--- src/rtl/mdio_mgmt_pkg.sv ---
`timescale 1ns/1ps
package mdio_mgmt_pkg;

  localparam int BUSY_BIT = 0;
  localparam int WR_BIT   = 1;
  localparam int CR_LSB   = 2;
  localparam int REG_LSB  = 6;
  localparam int PHY_LSB  = 11;
  localparam int MAX_RATIO = 62;

  // MDC period in system clocks for a clock-range code
  function automatic int unsigned mdc_ratio(input logic [2:0] code);
    case (code)
      3'd0:    return 42;
      3'd1:    return 62;
      3'd2:    return 16;
      3'd3:    return 26;
      default: return 62;
    endcase
  endfunction

  // Value of frame bit idx (0 = first on the wire)
  function automatic logic frame_bit(input int unsigned idx, input int unsigned pre,
                                     input logic wr, input logic [4:0] phy,
                                     input logic [4:0] regad, input logic [15:0] dat);
    logic [31:0] hdr;
    hdr = {2'b01, !wr, wr, phy, regad, 2'b10, dat};
    if (idx < pre) return 1'b1;
    return hdr[5'(31 - (idx - pre))];
  endfunction

  // Master drives the line for this bit
  function automatic logic frame_oe(input int unsigned idx, input int unsigned pre,
                                    input logic wr);
    return wr || (idx < pre + 14);
  endfunction

endpackage

--- src/rtl/mdio_mdc_gen.sv ---
`timescale 1ns/1ps
module mdio_mdc_gen #(
  parameter int CNT_W = 5
) (
  input  logic             clk,
  input  logic             rst_n,
  input  logic             run,
  input  logic [CNT_W-1:0] half_m1,
  output logic             mdc,
  output logic             rise_evt,
  output logic             fall_evt
);
  logic [CNT_W-1:0] cnt;
  logic             tick;

  assign tick     = run && (cnt == half_m1);
  assign rise_evt = tick && !mdc;
  assign fall_evt = tick && mdc;

  always_ff @(posedge clk or negedge rst_n) begin
    if (!rst_n) begin
      cnt <= '0;
      mdc <= 1'b0;
    end else if (!run) begin
      cnt <= '0;
      mdc <= 1'b0;
    end else if (tick) begin
      cnt <= '0;
      mdc <= ~mdc;
    end else begin
      cnt <= cnt + CNT_W'(1);
    end
  end
endmodule

--- src/rtl/mdio_frame_shifter.sv ---
`timescale 1ns/1ps
module mdio_frame_shifter
  import mdio_mgmt_pkg::*;
#(
  parameter int PRE_LEN = 32
) (
  input  logic        clk,
  input  logic        rst_n,
  input  logic        start,
  input  logic        rise_evt,
  input  logic        fall_evt,
  input  logic        wr,
  input  logic [4:0]  phy,
  input  logic [4:0]  regad,
  input  logic [15:0] wdata,
  input  logic        mdio_i,
  output logic        mdio_o,
  output logic        mdio_oe,
  output logic        done,
  output logic [15:0] rdata,
  output logic [$clog2(PRE_LEN+32)-1:0] bit_idx
);
  localparam int FRAME_LEN = PRE_LEN + 32;
  localparam int IDX_W     = $clog2(FRAME_LEN);
  localparam logic [IDX_W-1:0] LAST_IDX   = IDX_W'(FRAME_LEN - 1);
  localparam logic [IDX_W-1:0] DATA_FIRST = IDX_W'(PRE_LEN + 16);

  logic        last;
  int unsigned nxt;

  assign last = (bit_idx == LAST_IDX);
  assign done = fall_evt && last;
  assign nxt  = 32'(bit_idx) + 32'd1;

  always_ff @(posedge clk or negedge rst_n) begin
    if (!rst_n) begin
      bit_idx <= '0;
      mdio_o  <= 1'b1;
      mdio_oe <= 1'b0;
      rdata   <= '0;
    end else begin
      if (start) begin
        bit_idx <= '0;
        mdio_o  <= frame_bit(0, PRE_LEN, wr, phy, regad, wdata);
        mdio_oe <= frame_oe(0, PRE_LEN, wr);
      end else if (fall_evt) begin
        if (last) begin
          bit_idx <= '0;
          mdio_o  <= 1'b1;
          mdio_oe <= 1'b0;
        end else begin
          bit_idx <= bit_idx + IDX_W'(1);
          mdio_o  <= frame_bit(nxt, PRE_LEN, wr, phy, regad, wdata);
          mdio_oe <= frame_oe(nxt, PRE_LEN, wr);
        end
      end
      if (rise_evt && (bit_idx >= DATA_FIRST))
        rdata <= {rdata[14:0], mdio_i};
    end
  end
endmodule

--- src/rtl/mdio_mgmt_master.sv ---
`timescale 1ns/1ps
module mdio_mgmt_master
  import mdio_mgmt_pkg::*;
#(
  parameter int PRE_LEN = 32
) (
  input  logic        clk,
  input  logic        rst_n,
  input  logic        cmd_wr,
  input  logic [31:0] cmd_wdata,
  input  logic        data_wr,
  input  logic [15:0] data_wdata,
  output logic [31:0] cmd_rdata,
  output logic [15:0] data_rdata,
  output logic        mdc,
  output logic        mdio_o,
  output logic        mdio_oe,
  input  logic        mdio_i
);
  localparam int CNT_W = $clog2(MAX_RATIO / 2);
  localparam int IDX_W = $clog2(PRE_LEN + 32);

  logic             busy, wr_q;
  logic [2:0]       cr_q;
  logic [4:0]       reg_q, phy_q;
  logic [15:0]      data_q, rx_word;
  logic [CNT_W-1:0] half_m1;
  logic             start_evt, done_evt, rise_evt, fall_evt;
  logic [IDX_W-1:0] bit_idx;
  logic             unused_bits;

  assign unused_bits = ^{cmd_wdata[31:16], cmd_wdata[5]};
  assign start_evt   = cmd_wr && !busy && cmd_wdata[BUSY_BIT];
  assign half_m1     = CNT_W'(mdc_ratio(cr_q) / 2 - 1);

  always_ff @(posedge clk or negedge rst_n) begin
    if (!rst_n) begin
      busy  <= 1'b0;
      wr_q  <= 1'b0;
      cr_q  <= '0;
      reg_q <= '0;
      phy_q <= '0;
    end else if (cmd_wr && !busy) begin
      busy  <= cmd_wdata[BUSY_BIT];
      wr_q  <= cmd_wdata[WR_BIT];
      cr_q  <= cmd_wdata[CR_LSB +: 3];
      reg_q <= cmd_wdata[REG_LSB +: 5];
      phy_q <= cmd_wdata[PHY_LSB +: 5];
    end else if (done_evt) begin
      busy  <= 1'b0;
    end
  end

  always_ff @(posedge clk or negedge rst_n) begin
    if (!rst_n)                  data_q <= '0;
    else if (data_wr && !busy)   data_q <= data_wdata;
    else if (done_evt && !wr_q)  data_q <= rx_word;
  end

  mdio_mdc_gen #(.CNT_W(CNT_W)) mdc_gen_i (
    .clk(clk), .rst_n(rst_n), .run(busy), .half_m1(half_m1),
    .mdc(mdc), .rise_evt(rise_evt), .fall_evt(fall_evt)
  );

  mdio_frame_shifter #(.PRE_LEN(PRE_LEN)) shifter_i (
    .clk(clk), .rst_n(rst_n), .start(start_evt),
    .rise_evt(rise_evt), .fall_evt(fall_evt),
    .wr(wr_q), .phy(phy_q), .regad(reg_q), .wdata(data_q),
    .mdio_i(mdio_i), .mdio_o(mdio_o), .mdio_oe(mdio_oe),
    .done(done_evt), .rdata(rx_word), .bit_idx(bit_idx)
  );

  assign cmd_rdata  = {16'b0, phy_q, reg_q, 1'b0, cr_q, wr_q, busy};
  assign data_rdata = data_q;
endmodule

--- config.mk ---
export PLATFORM = sky130hd
export DESIGN_NAME = mdio_mgmt_master
export DESIGN_NICKNAME = d
export VERILOG_FILES = /design/src/rtl/mdio_mgmt_pkg.sv /design/src/rtl/mdio_mdc_gen.sv /design/src/rtl/mdio_frame_shifter.sv /design/src/rtl/mdio_mgmt_master.sv
export SDC_FILE = /design/constraint.sdc
export NUM_CORES = 1
export LEC_CHECK = 0
export BUFFER_PORTS_ARGS = -buffer_cell sky130_fd_sc_hd__buf_4
export CORE_MARGIN = 2
export CORE_UTILIZATION = 52
export DETAILED_ROUTE_END_ITERATION = 8
export PLACE_DENSITY = 0.81
export SKIP_LAST_GASP = 1
export SLEW_MARGIN = 20
export SYNTH_ARGS = -nofsm -noshare
export SYNTH_HDL_FRONTEND = slang
export SYNTH_HIERARCHICAL = 1
export SYNTH_SLANG_ARGS = --single-unit
--- constraint.sdc ---
create_clock -name clk -period 3.12 [get_ports clk]
set_clock_uncertainty 0.2 [all_clocks]
set_input_delay 0 -clock clk [delete_from_list [all_inputs] [get_ports clk]]
set_output_delay 0 -clock clk [all_outputs]
set_load 0.005 [all_outputs]
==> flow_metrics.py <==
metrics = {
    "floorplan": {
        "row_count": 29,
        "dieArea_sq_um": 7310,
        "die_w_um": 85.5,
        "floorplan.initialDensity_pct": 54.1,
        "die_y_um": 85.5,
        "ios": 104,
        "core_sq_um": 6390,
    },
    "layout": {
        "drive_above_1_share_pct": 41.1,
        "final_cell_mix": "buf_4 (74), dfrtp_1 (60), mux2_2 (44)",
        "nNetsFinal": 434,
        "diodes": 0,
        "area_growth_pct": 28.0,
        "final_common_cell": "buf_4",
    },
    "sta": {
        "grt_setup_unrepaired": "false",
        "report.final.setup_viol": 0,
        "setup-tns-final_ns": 0,
        "min_period_ns": 2.76,
        "holdWs_ns": 0.0497,
        "slew_headroom_pct": 51.5,
        "hold_viol": 0,
        "maxSlewViolCount": 0,
        "maxClockFrequency_mhz": 363,
        "min_period_over_period_pct": 88.4,
        "tightest_slew_ns": 0.728,
    },
    "global_routing": {
        "gr-total-overflow": 0,
        "grt_usage_pct": 22.7,
        "grt_max_degree": 62,
        "antenna_found_initial": 0,
        "grt_pass1_vias": 2534,
        "grt_pass1_wl_um": 12600,
    },
    "synthesis": {
        "synth_top_area_share_pct": 43.5,
        "ys_warn_count": 6,
        "yosysSeqAreaShare_pct": 44.2,
        "netlist_area_sq_um": 3450,
        "synth_top_cells_by_area": "dfrtp_1 (43%), mux2_2 (14%), buf_4 (4.3%)",
        "async_reset_ff_share_pct": 100,
        "synth_edf_count": 0,
        "synth-seq-cells": 61,
        "synth_cell_types": 59,
        "synth_top_area_cell": "dfrtp_1",
        "synthCells": 280,
        "synth_ff_type": "dfrtp_1",
        "syn_avg_cell_area_sq_um": 12.3,
    },
    "status": {
        "outcome": "finished, final reports clean",
    },
    "place": {
        "dp_hpwl_um": 4880,
        "gp_congestion": 0.781,
        "io_buffers": 69,
    },
    "detailed_routing": {
        "ant_nets": 0,
        "dr.pass1.iters": 4,
        "drc": 0,
        "vias_per_cell": 5.45,
        "first_iter_violations": 182,
        "vias": 2513,
        "routedWlPerCell_um": 16.4,
        "wl_um": 7580,
    },
    "clock_tree": {
        "cts_tree": "yes",
        "clk_path_buf_depth": 2,
        "postCtsSetupRepairBufs": 0,
        "cts_buffers": 9,
        "cts-htree-levels": 3,
        "clk_root_buffer_cell": "clkbuf_8",
        "clock_latency_ns": 0.35,
        "cts.reportedPaths.clkPinSlew_ns": 0.08,
        "cts_sinks": 61,
    },
    "worst_setup_path": {
        "cp_data_required_time_ns": 3.14,
        "critical_path.top_delay_family": "simple AND/OR/NAND/NOR gates",
        "crit_top_cell": "nor2_1",
        "worstSetupStartpoint": "cr_q[0]",
        "worstSetupStartpointType": "flop",
        "crit_chain": "or2_2 -> xnor2_1 -> nand3_2 -> nor2_1 -> and3_1 -> nand2_1 -> nor2_1 -> nand2b_1 -> nand2b_4 -> mux2_2",
        "r2r_cells": 10,
        "cp_data_arrival_time_ns": 2.78,
        "crit_buf_inv": 0,
        "cpMaxStageDelayCell": "dfrtp_1",
        "slowest_delay_ns": 0.43,
        "path_max_fanout": 15,
        "r2r_end": "data_rdata[0]",
        "crit_type": "flop to flop",
        "worstReg2RegStart": "cr_q[0]",
        "rrSetupSlack_ns": 0.36,
        "endpoint_kind": "flop",
    },
    "pwr": {
        "p_leak_nw": 2.11,
        "vdd_drop_max_v": 0.000405,
        "powerDensity_nw_per_um2": 622,
    },
    "job": {
        "cap_violations": 0,
    },
    "hold_path": {
        "hold_class": "input pin to asynchronous set/reset pin",
    },
}
==> logic make-up (layout without fill, tap and decap cells) <==
group                      Yosys count  in the layout  share of synthesized area, %
AOI/OAI and AO/OA                   32             32                          6.45
xor gates and xnor gates            13             13                          3.51
adders and majority gates            2              2                         0.725
buffers and inverters               40            128                          8.84
DFF                                 61             61                          44.2
muxes                               69             69                          26.1
other                                2             18                         0.217
and+or+nand+nor                     61             61                          9.96
==> state kept, by name (all words and copies together), names as in the netlist <==
signal,flops
shifter_i/rdata,16
mdc_gen_i/cnt,5
data_rdata,16
shifter_i/mdio_oe,1
reg_q,5
cr_q,3
busy,1
shifter_i/bit_idx,6
phy_q,5
wr_q,1
shifter_i/mdio_o,1
mdc_gen_i/mdc,1
==> worst register-to-register path: cells and delay by family (launching register included) <==
family / cells / cell delay, ns
XOR/XNOR: 1 / 0.17
AND/OR/NAND/NOR: 8 / 1.45
multiplexers: 1 / 0.39
flip-flops: 1 / 0.43
==> layout make-up <==
cell class                 instances  area, sq um
multi-input combinational        195         1680
clock inverter                     3         42.5
fill                             412         1970
timing repair buffer             107          886
tap                               77         96.3
inverter                           5         18.8
sequential                        61         1530
clock buffer                      13          169
==> per-stage QoR <==
stage | total power, mW | cell area (sq um) | setup slack (ns) | util (%) | instances
2_1_floorplan | 1.63 | 3510 | 0.421 | - | 296
3_3_place_gp | 1.93 | 3880 | 0.441 | 60.7 | 412
3_5_place_dp | 1.96 | 3880 | 0.388 | 60.7 | 412
4_1_cts | 2.73 | 4420 | 0.366 | 69.2 | 461
5_1_grt | 2.89 | 4420 | 0.144 | 69.2 | 461
6_report | 2.75 | 4420 | 0.363 | 69.2 | 461
==> power breakdown <==
part	leakage [nW]	total [mW]	switching [mW]	internal (mW)
combinational	1.21	0.851	0.328	0.522
sequential	0.796	1.15	0.181	0.965
clock	0.106	0.752	0.318	0.433
==> cell usage after synthesis, types with 6 or more instances <==
cell,instances
a21oi_1,7
mux2_2,44
nand2_1,8
dfrtp_1,60
mux2_1,8
nand3_1,6
nor2_1,19
mux2_4,10
nand2b_1,6
xnor2_1,8
buf_4,20
==> worst max path at each step <==
stage | to | slack, ns | depth (start not counted)
after floorplan | data_rdata[10] | 0.42 | 13
after global routing | data_rdata[1] | 0.14 | 11
after CTS | data_rdata[1] | 0.37 | 10
final | data_rdata[0] | 0.36 | 10
after detailed placement | data_rdata[1] | 0.39 | 10
after global placement | data_rdata[4] | 0.44 | 10
==> per-layer routing <==
layer / GRT usage [%] / share of wire (%) / vias to the layer above
li1: - / - / 1160
met4: 11.4 / 3.1 / 0
met1: 27.7 / 41 / 1249
met2: 37.7 / 50 / 84
met3: 5.39 / 5.2 / 20
met5: 0 / 0 / -
==> repair_timing <==
item                                    CTS  global route
hold buffers                             33             0
gates resized for setup                   0             0
endpoints found under the hold margin    97             0
endpoints found under the setup margin    0             0
Note: power is estimated with default switching activity, not from simulation.
